$ cat src/rtl/adc_pm_pkg.sv
package adc_pm_pkg;

  typedef enum logic [1:0] {
    PM_ACTIVE = 2'd0,
    PM_ASLEEP = 2'd1,
    PM_WAKING = 2'd2
  } pm_state_e;

  typedef struct packed {
    logic sel_fall;
    logic sel_rise;
    logic clk_fall;
  } line_evt_t;

endpackage

$ cat src/rtl/adc_pm_edges.sv
module adc_pm_edges
  import adc_pm_pkg::*;
(
  input  logic      clk,
  input  logic      rst_n,
  input  logic      cs_n,
  input  logic      sclk,
  output line_evt_t evt
);

  logic cs_cur, cs_prev;
  logic sc_cur, sc_prev;

  always_ff @(posedge clk) begin
    if (!rst_n) begin
      cs_cur  <= 1'b1;
      cs_prev <= 1'b1;
      sc_cur  <= 1'b1;
      sc_prev <= 1'b1;
    end else begin
      cs_cur  <= cs_n;
      cs_prev <= cs_cur;
      sc_cur  <= sclk;
      sc_prev <= sc_cur;
    end
  end

  always_comb begin
    evt.sel_fall = cs_prev & ~cs_cur;
    evt.sel_rise = ~cs_prev & cs_cur;
    evt.clk_fall = sc_prev & ~sc_cur;
  end

endmodule

$ cat src/rtl/adc_pm_counter.sv
module adc_pm_counter #(
  parameter int FRAME_LEN = 16,
  localparam int CNT_W = $clog2(FRAME_LEN + 1)
) (
  input  logic             clk,
  input  logic             rst_n,
  input  logic             sel_fall,
  input  logic             sel_rise,
  input  logic             clk_fall,
  output logic [CNT_W-1:0] cnt,
  output logic             clk_step,
  output logic             last_step
);

  localparam logic [CNT_W-1:0] FULL_C = CNT_W'(FRAME_LEN);
  localparam logic [CNT_W-1:0] PRE_C  = CNT_W'(FRAME_LEN - 1);

  logic open_q;

  assign clk_step  = clk_fall & open_q & ~sel_fall & ~sel_rise & (cnt != FULL_C);
  assign last_step = clk_step & (cnt == PRE_C);

  always_ff @(posedge clk) begin
    if (!rst_n) begin
      cnt    <= '0;
      open_q <= 1'b0;
    end else if (sel_fall) begin
      cnt    <= '0;
      open_q <= 1'b1;
    end else if (sel_rise) begin
      open_q <= 1'b0;
    end else if (clk_step) begin
      cnt <= cnt + 1'b1;
    end
  end

endmodule

$ cat src/rtl/adc_pm_power_fsm.sv
module adc_pm_power_fsm
  import adc_pm_pkg::*;
#(
  parameter int FRAME_LEN = 16,
  parameter int ABORT_LO  = 2,
  parameter int ABORT_HI  = 10,
  localparam int CNT_W = $clog2(FRAME_LEN + 1)
) (
  input  logic             clk,
  input  logic             rst_n,
  input  logic             sel_fall,
  input  logic             sel_rise,
  input  logic             last_step,
  input  logic [CNT_W-1:0] cnt,
  output pm_state_e        state,
  output logic             frame_valid
);

  localparam logic [CNT_W-1:0] LO_C = CNT_W'(ABORT_LO);
  localparam logic [CNT_W-1:0] HI_C = CNT_W'(ABORT_HI);

  logic in_abort_win;
  logic past_wake_mark;

  assign in_abort_win   = (cnt >= LO_C) && (cnt < HI_C);
  assign past_wake_mark = (cnt >= HI_C);

  always_ff @(posedge clk) begin
    if (!rst_n) begin
      state <= PM_ACTIVE;
    end else begin
      unique case (state)
        PM_ACTIVE: if (sel_rise && in_abort_win) state <= PM_ASLEEP;
        PM_ASLEEP: if (sel_fall) state <= PM_WAKING;
        PM_WAKING: begin
          if (sel_rise)       state <= past_wake_mark ? PM_ACTIVE : PM_ASLEEP;
          else if (last_step) state <= PM_ACTIVE;
        end
        default: state <= PM_ACTIVE;
      endcase
    end
  end

  always_ff @(posedge clk) begin
    if (!rst_n)        frame_valid <= 1'b0;
    else if (sel_fall) frame_valid <= (state == PM_ACTIVE);
    else if (sel_rise) frame_valid <= 1'b0;
  end

endmodule

$ cat src/rtl/adc_pm_shifter.sv
module adc_pm_shifter #(
  parameter int FRAME_LEN  = 16,
  parameter int LEAD_ZEROS = 4,
  localparam int CODE_W = FRAME_LEN - LEAD_ZEROS
) (
  input  logic clk,
  input  logic rst_n,
  input  logic sel_fall,
  input  logic sel_rise,
  input  logic clk_step,
  input  logic load_ok,
  output logic sdata,
  output logic sdata_oe
);

  logic [CODE_W-1:0]    code_q;
  logic [FRAME_LEN-1:0] shreg;
  logic [FRAME_LEN-1:0] load_word;

  generate
    if (LEAD_ZEROS > 0) begin : g_pad
      assign load_word = {{LEAD_ZEROS{1'b0}}, code_q};
    end else begin : g_nopad
      assign load_word = code_q;
    end
  endgenerate

  always_ff @(posedge clk) begin
    if (!rst_n) begin
      code_q   <= '0;
      shreg    <= '0;
      sdata_oe <= 1'b0;
    end else if (sel_fall) begin
      shreg    <= load_word;
      sdata_oe <= 1'b1;
      if (load_ok) code_q <= code_q + 1'b1;
    end else if (sel_rise) begin
      sdata_oe <= 1'b0;
    end else if (clk_step) begin
      shreg <= {shreg[FRAME_LEN-2:0], 1'b0};
    end
  end

  assign sdata = sdata_oe & shreg[FRAME_LEN-1];

endmodule

$ cat src/rtl/adc_pm_ctrl.sv
module adc_pm_ctrl
  import adc_pm_pkg::*;
#(
  parameter int FRAME_LEN  = 16,
  parameter int LEAD_ZEROS = 4,
  parameter int ABORT_LO   = 2,
  parameter int ABORT_HI   = 10
) (
  input  logic clk,
  input  logic rst_n,
  input  logic cs_n,
  input  logic sclk,
  output logic sdata,
  output logic sdata_oe,
  output logic powered,
  output logic data_valid
);

  localparam int CNT_W = $clog2(FRAME_LEN + 1);

  line_evt_t        evt;
  logic [CNT_W-1:0] edge_cnt;
  logic             clk_step;
  logic             last_step;
  pm_state_e        state;

  adc_pm_edges u_edges (
    .clk   (clk),
    .rst_n (rst_n),
    .cs_n  (cs_n),
    .sclk  (sclk),
    .evt   (evt)
  );

  adc_pm_counter #(.FRAME_LEN(FRAME_LEN)) u_count (
    .clk       (clk),
    .rst_n     (rst_n),
    .sel_fall  (evt.sel_fall),
    .sel_rise  (evt.sel_rise),
    .clk_fall  (evt.clk_fall),
    .cnt       (edge_cnt),
    .clk_step  (clk_step),
    .last_step (last_step)
  );

  adc_pm_power_fsm #(
    .FRAME_LEN (FRAME_LEN),
    .ABORT_LO  (ABORT_LO),
    .ABORT_HI  (ABORT_HI)
  ) u_fsm (
    .clk         (clk),
    .rst_n       (rst_n),
    .sel_fall    (evt.sel_fall),
    .sel_rise    (evt.sel_rise),
    .last_step   (last_step),
    .cnt         (edge_cnt),
    .state       (state),
    .frame_valid (data_valid)
  );

  adc_pm_shifter #(
    .FRAME_LEN  (FRAME_LEN),
    .LEAD_ZEROS (LEAD_ZEROS)
  ) u_shift (
    .clk      (clk),
    .rst_n    (rst_n),
    .sel_fall (evt.sel_fall),
    .sel_rise (evt.sel_rise),
    .clk_step (clk_step),
    .load_ok  (state == PM_ACTIVE),
    .sdata    (sdata),
    .sdata_oe (sdata_oe)
  );

  assign powered = (state == PM_ACTIVE);

endmodule

$ cat config.mk
export PLATFORM = sky130hd
export DESIGN_NAME = adc_pm_ctrl
export DESIGN_NICKNAME = d
export VERILOG_FILES = /design/src/rtl/adc_pm_pkg.sv /design/src/rtl/adc_pm_edges.sv /design/src/rtl/adc_pm_counter.sv /design/src/rtl/adc_pm_power_fsm.sv /design/src/rtl/adc_pm_shifter.sv /design/src/rtl/adc_pm_ctrl.sv
export SDC_FILE = /design/constraint.sdc
export NUM_CORES = 1
export LEC_CHECK = 0
export ABC_AREA = 1
export BUFFER_PORTS_ARGS = -buffer_cell sky130_fd_sc_hd__clkbuf_2
export CORE_ASPECT_RATIO = 1.5
export CORE_MARGIN = 1
export CORE_UTILIZATION = 35
export DETAILED_ROUTE_END_ITERATION = 12
export SLEW_MARGIN = 25
export SYNTH_ARGS = -nofsm -noshare
export SYNTH_HDL_FRONTEND = slang
export SYNTH_SLANG_ARGS = --single-unit
$ cat constraint.sdc
create_clock -name clk -period 1.7 [get_ports clk]
set_input_delay 0.255 -clock clk [delete_from_list [all_inputs] [get_ports clk]]
set_output_delay 0.255 -clock clk [all_outputs]
set_load 0.01 [all_outputs]
---- After elaboration in Yosys (flattened, before gate mapping) ----
Index checks and enable logic that the tools add are counted.
storage, ports and cells
  input port bits ......................... 4
  output and inout bits ................... 4
  word-level logic and storage cells ...... 61
  flip-flop bits (word level) ............. 41
cells by class
  mux-type cells .......................... 12
  bitwise gates (word level) .............. 15
  add/sub/neg operators ................... 2
  reduce and logical (&&, ||, !) cells .... 10
  eq/ne operators ......................... 8
  $lt $le $gt $ge ......................... 3
operators by type and width
  operator                                                     number
  two-way mux 12 bit                                           3
  adder 12 x 1 -> 12 bit (second input constant)               1
  bitwise AND 1 bit                                            9
  two-way mux 2 bit                                            4
  inverter 1 bit                                               6
  one-hot mux 2 bit (3 select lines)                           1
  AND reduction 2 bit                                          3
  adder 5 x 1 -> 5 bit (second input constant)                 1
  == test 5 x 4 -> 1 bit (second input constant)               1
  >= comparator 5 x 2 -> 1 bit (second input constant)         1
  >= comparator 5 x 4 -> 1 bit (second input constant)         1
  less-than comparator 5 x 4 -> 1 bit (second input constant)  1
  inequality test 5 bit (second input constant)                1
  two-way mux 1 bit                                            4
  inequality test 2 x 1 -> 1 bit (second input constant)       2
  nonzero test 2 bit                                           2
  inequality test 3 bit (second input constant)                1
  AND reduction 3 bit                                          1
  == test 2 x 1 -> 1 bit (second input constant)               1
  == test 2 bit (second input constant)                        1
  logical AND 1 bit                                            2
  logical NOT 2 bit                                            1
  inequality test 2 bit (second input constant)                1
  OR reduction 2 bit                                           1

---- Logic depth before layout (Yosys ltp) ----
  depth after elaboration ................. 10
  mapped depth ............................ 13
  mapped depth without buffers ............ 11

---- By module ----
From an unflattened synthesis, not the netlist that was laid out.
unflattened totals
  cells, all modules ...................... 298
  area, all modules ....................... 2001.9 µm²
modules (own cells, without submodules)
  module            instances  area an instance (µm²)  seq. area each (µm²)  cells an instance
  adc_pm_shifter    1          1291.2                  580.6                 188
  adc_pm_counter    1          402.9                   120.1                 61
  adc_pm_power_fsm  1          175.2                   60.1                  31
  adc_pm_edges      1          128.9                   80.1                  17
  adc_pm_ctrl       1          3.8                     0.0                   1

---- Worst setup path after synthesis ----
Ideal clock, no wire load.
  path type ............................... register to register
  start point ............................. register u_edges.cs_cur
  end point ............................... register u_shift.shreg[10]
  setup time .............................. 0.112 ns
  slack ................................... 0.188 ns
  clock period less this slack ............ 1.512 ns
  buffers on the path ..................... 2
  stages on the path, launching flop included .. 13
  data required time ...................... 1.588 ns
  arrival ................................. 1.399 ns
  path through ............................ dfxtp_1 > inv_1 > ha_1 > buf_6 > inv_4 > nand2_2 > nor2_4 > nand2_2 > nand2_2 > buf_4 > nand3_1 > nand2_1 > nor2_2
between the ends
  word-level cells in the longest chain between the ends .. 8
  elaborated cells between the ends (all ways) .. 12
  classes of those cells .................. 1 x eq/ne; 1 x mux; 8 x bitwise; 2 x reduce/logical
ends and longest elaborated chain
  element                               RTL line              text
  start: declaration                    adc_pm_edges.sv:11    logic cs_cur, cs_prev;
  start signal: assignment              adc_pm_edges.sv:21    cs_cur <= cs_n;
  inverter 1 bit (*)                    adc_pm_edges.sv:29    evt.sel_fall = cs_prev & ~cs_cur;
  bitwise AND 1 bit (*)                 adc_pm_edges.sv:29
  via u_count.sel_fall                  adc_pm_counter.sv:7   input logic sel_fall,
  inverter 1 bit                        adc_pm_counter.sv:20  assign clk_step = clk_fall & open_q & ~sel_fall & ~sel_rise & (cnt != FULL_C);
  bitwise AND 1 bit (3 in a row)        adc_pm_counter.sv:20
  nonzero test 2 bit (no source line)   n/a
  AND reduction 2 bit (no source line)  n/a
  end signal: assignment                adc_pm_shifter.sv:34  shreg <= load_word;
  end signal: assignment                adc_pm_shifter.sv:40  shreg <= {shreg[FRAME_LEN-2:0], 1'b0};
  end: declaration                      adc_pm_shifter.sv:17  logic [FRAME_LEN-1:0] shreg;
The timed path passes the listed nets; every way through them passes the cells marked *.
A chain may end at the register's enable or synchronous reset.

---- Worst setup path in the final report ----
  start point ............................. register u_edges.cs_prev
  end point ............................... register u_shift.shreg[10]
between the ends
  word-level cells in the longest chain between the ends .. 7
  elaborated cells between the ends (all ways) .. 12
  classes of those cells .................. 1 x eq/ne; 1 x mux; 8 x bitwise; 2 x reduce/logical
ends and longest elaborated chain
  element                                                     RTL line                                  text
  start: declaration                                          adc_pm_edges.sv:11
  start signal: assignment                                    adc_pm_edges.sv:22                        cs_prev <= cs_cur;
  bitwise AND 1 bit / inverter 1 bit (equally long branches)  adc_pm_edges.sv:29, adc_pm_edges.sv:30
  inverter 1 bit / bitwise AND 1 bit (equally long branches)  adc_pm_counter.sv:20, adc_pm_edges.sv:30
  bitwise AND 1 bit / inverter 1 bit (equally long branches)  n/a
  bitwise AND 1 bit (2 in a row)                              adc_pm_counter.sv:20
  nonzero test 2 bit (no source line)                         n/a
  AND reduction 2 bit (no source line)                        n/a
Several ways; a longest one is shown, not always the timed one.

==> results.toml <==
[logic_synthesis]
yosys-top-cells-count = "dfxtp_1, nor2_1, nand2_1"
seq_area_frac_synth_pct = 40.80
synthDistinctLibCells = 28
synthCells = 269
ys_ff_latch = 41
async_reset_ff_share_pct = 0
yosys-top-cells-area = "dfxtp_1, nor2_1, nand2_1"
yosys_warnings = 0
synth.most_common_cell = "dfxtp_1"
synthFlopType = "dfxtp_1"
syn_nets = 281
synth_top_area_cell = "dfxtp_1"
synth_top_area_share_pct = 40.80
syn_avg_cell_area_um2 = 7.479
netlist_area_um2 = 2012
synth_edf_count = 0

[global_routing]
grt_pass1_wl_um = 7107
antenna_found_initial = 0
grt_max_degree = 23
grt_pass1_vias = 1570
overflow = 0
grt_usage_pct = 15.47

[floorplanning]
die_h_um = 94.86
num_rows = 33
start_util_pct = 36.64
dieArea_um2 = 6062
ios = 8
core_area_um2 = 5492
fp.dieW_um = 63.91

[setup_path]
cp.buffers_inverters = 3
cpPeakStageDelay_ns = 0.34
arrival_ns = 1.74
critPathMaxFanout = 7
cp_slowest_cell = "dfxtp_1"
crit_path_end_kind = "flop"
path_class = "flop to flop"
required_ns = 1.89
critical_path.top_delay_family = "simple AND/OR/NAND/NOR gates"
worstPathCellList = "inv_1, ha_2, inv_1, nand3_1, nor2_4, nand2_4, nand2_4, buf_4, nand3_1, nand2_1, nor2_2"
cp-start-kind = "flop"

[pwr]
leakagePower_nw = 0.9151
power_density_nw_per_um2 = 823.3
peakVddDrop_mv = 0.4231

[clock_tree]
cts.sinks = 41
clockBufferDepth = 2
ctsHtreeMaxLevel = 2
cts-buffers-inserted = 5
root_buffer = "clkbuf_8"
cts_tree = "yes"
clock_latency_ns = 0.29
cts.clk_slew.worst_paths_ns = 0.07

[placement]
dp_slack_ns = 0.1167
dp_cells = 346
gp_congestion = 0.7966
portBuffers = 7
place_hpwl_um = 2985

[finish]
drive_above_1_share_pct = 17.31
finalNonFillerCells = 353
utilization_pct = 40.99
layout-area-overhead-vs-synth_pct = 11.88
nets = 295
antennaDiodeCount = 0

[outcome]
status = "complete, no violations"

[timing]
setup_viol = 0
slew_violations = 0
setup_slack_ns = 0.1463
period_needed_ns = 1.554
finalCritPeriodShare_pct = 91.40
timing.fmax_mhz = 643.6
timing.hold.ws_ns = 0.1608
final_hold_viol_count = 0
slew_headroom_pct = 73.35
fin_skew_ns = 0.003697
worst_pin_slew_ns = 0.3993

[routing]
drt-total-wl_um = 3983
first_iter_violations = 35
drc_errors = 0
num_vias = 1676
wl_per_cell_um = 11.28
ant_nets = 0
drtPass1Iterations = 4
routed_via_density = 4.748

[run]
maxCapViolations = 0

[min_path]
hold_class = "input port to flop"
## stage by stage
stage,power [mW],instance area [um^2],TNS (ns)
after floorplan,1.191,2012,0
after global placement,1.239,2147,0
after detailed placement,1.242,2147,0
after CTS,1.880,2233,0
after global routing,1.964,2251,-0.006005
final,1.853,2251,0
## worst reg2reg max path, stage by stage (launching register included)
cell,delay [ns]
dfxtp_1,0.34
inv_1,0.07
ha_2,0.21
inv_1,0.05
nand3_1,0.10
nor2_4,0.17
nand2_4,0.10
nand2_4,0.08
buf_4,0.14
nand3_1,0.07
nand2_1,0.09
nor2_2,0.04
## what timing repair did
| item | 4_1_cts | 5_1_grt |
|---|---|---|
| hold buffers | 0 | 0 |
| endpoints found under the setup margin | 0 | 14 |
| setup buffers | 0 | 0 |
| gates resized for setup | 0 | 6 |
## kinds of logic after synthesis
logic type / after synthesis / share of synthesized area, %
flip-flops: 41 / 40.80
multiplexers: 10 / 4.975
buffers and inverters: 41 / 8.831
adder cells (fa/ha/maj): 8 / 4.975
XOR/XNOR: 2 / 0.8708
AND/OR/NAND/NOR: 134 / 31.16
AO/OA/AOI/OAI: 33 / 8.396
## final timing paths
check                                                start                             end  slack (ns)  cells past startpoint
worst max register to register  u_edges.cs_prev$_SDFF_PN1_  u_shift.shreg[10]$_SDFFE_PN0P_        0.15                     11
worst min register to register   u_edges.sc_cur$_SDFF_PN1_      u_edges.sc_prev$_SDFF_PN1_        0.45                      2
worst max-delay path            u_edges.cs_prev$_SDFF_PN1_  u_shift.shreg[10]$_SDFFE_PN0P_        0.15                     11
worst min-delay path                                  sclk       u_edges.sc_cur$_SDFF_PN1_        0.16                      2
## per-layer routing
layer,global-route usage (%),share of wire [%]
met1,16.91,43
met2,27.48,53
met3,3.261,2.0
met4,8.523,2.5
met5,0,0
## power breakdown
group          total (mW)  internal [mW]  switching, mW
combinational       0.198         0.0794          0.119
sequential           1.02          0.997         0.0244
clock               0.634          0.322          0.312
total                1.85           1.40          0.455
## final cells by class
cell class	instances	area, um^2
Sequential cell	41	820.8
Clock buffer	7	86.33
Timing Repair Buffer	16	102.6
Multi-Input combinational cell	187	1028
Inverter	32	125.1
Fill cell	587	3241
Tap cell	70	87.58
## sequential cells by signal (all words and copies together) (netlist names)
name and flops:
u_shift.code_q 12, u_edges.cs_cur 1, u_fsm.state 2, u_shift.sdata_oe 1, u_edges.sc_cur 1, u_fsm.frame_valid 1, u_count.cnt 5, u_edges.sc_prev 1
u_edges.cs_prev 1, u_shift.shreg 16
## cell usage in the layout (no fill, tap or decap), types with 2 or more instances in the layout
| cell type | n |
|---|---|
| dfxtp_1 | 41 |
| nor2_1 | 40 |
| nand2_1 | 37 |
| inv_1 | 29 |
| nand3_1 | 25 |
| o21ai_0 | 16 |
| a21oi_1 | 13 |
| nor2_2 | 11 |
| mux2i_1 | 10 |
| buf_4 | 9 |
| nor3_1 | 8 |
| clkbuf_2 | 7 |
| ha_1 | 6 |
| clkbuf_8 | 6 |
| nor2_4 | 3 |
| nand2_2 | 3 |
| nand2_4 | 3 |
| inv_4 | 2 |
| o21ai_1 | 2 |
| xor2_1 | 2 |
| or2_2 | 2 |
| ha_2 | 2 |
(Power assumes the default switching activity.)
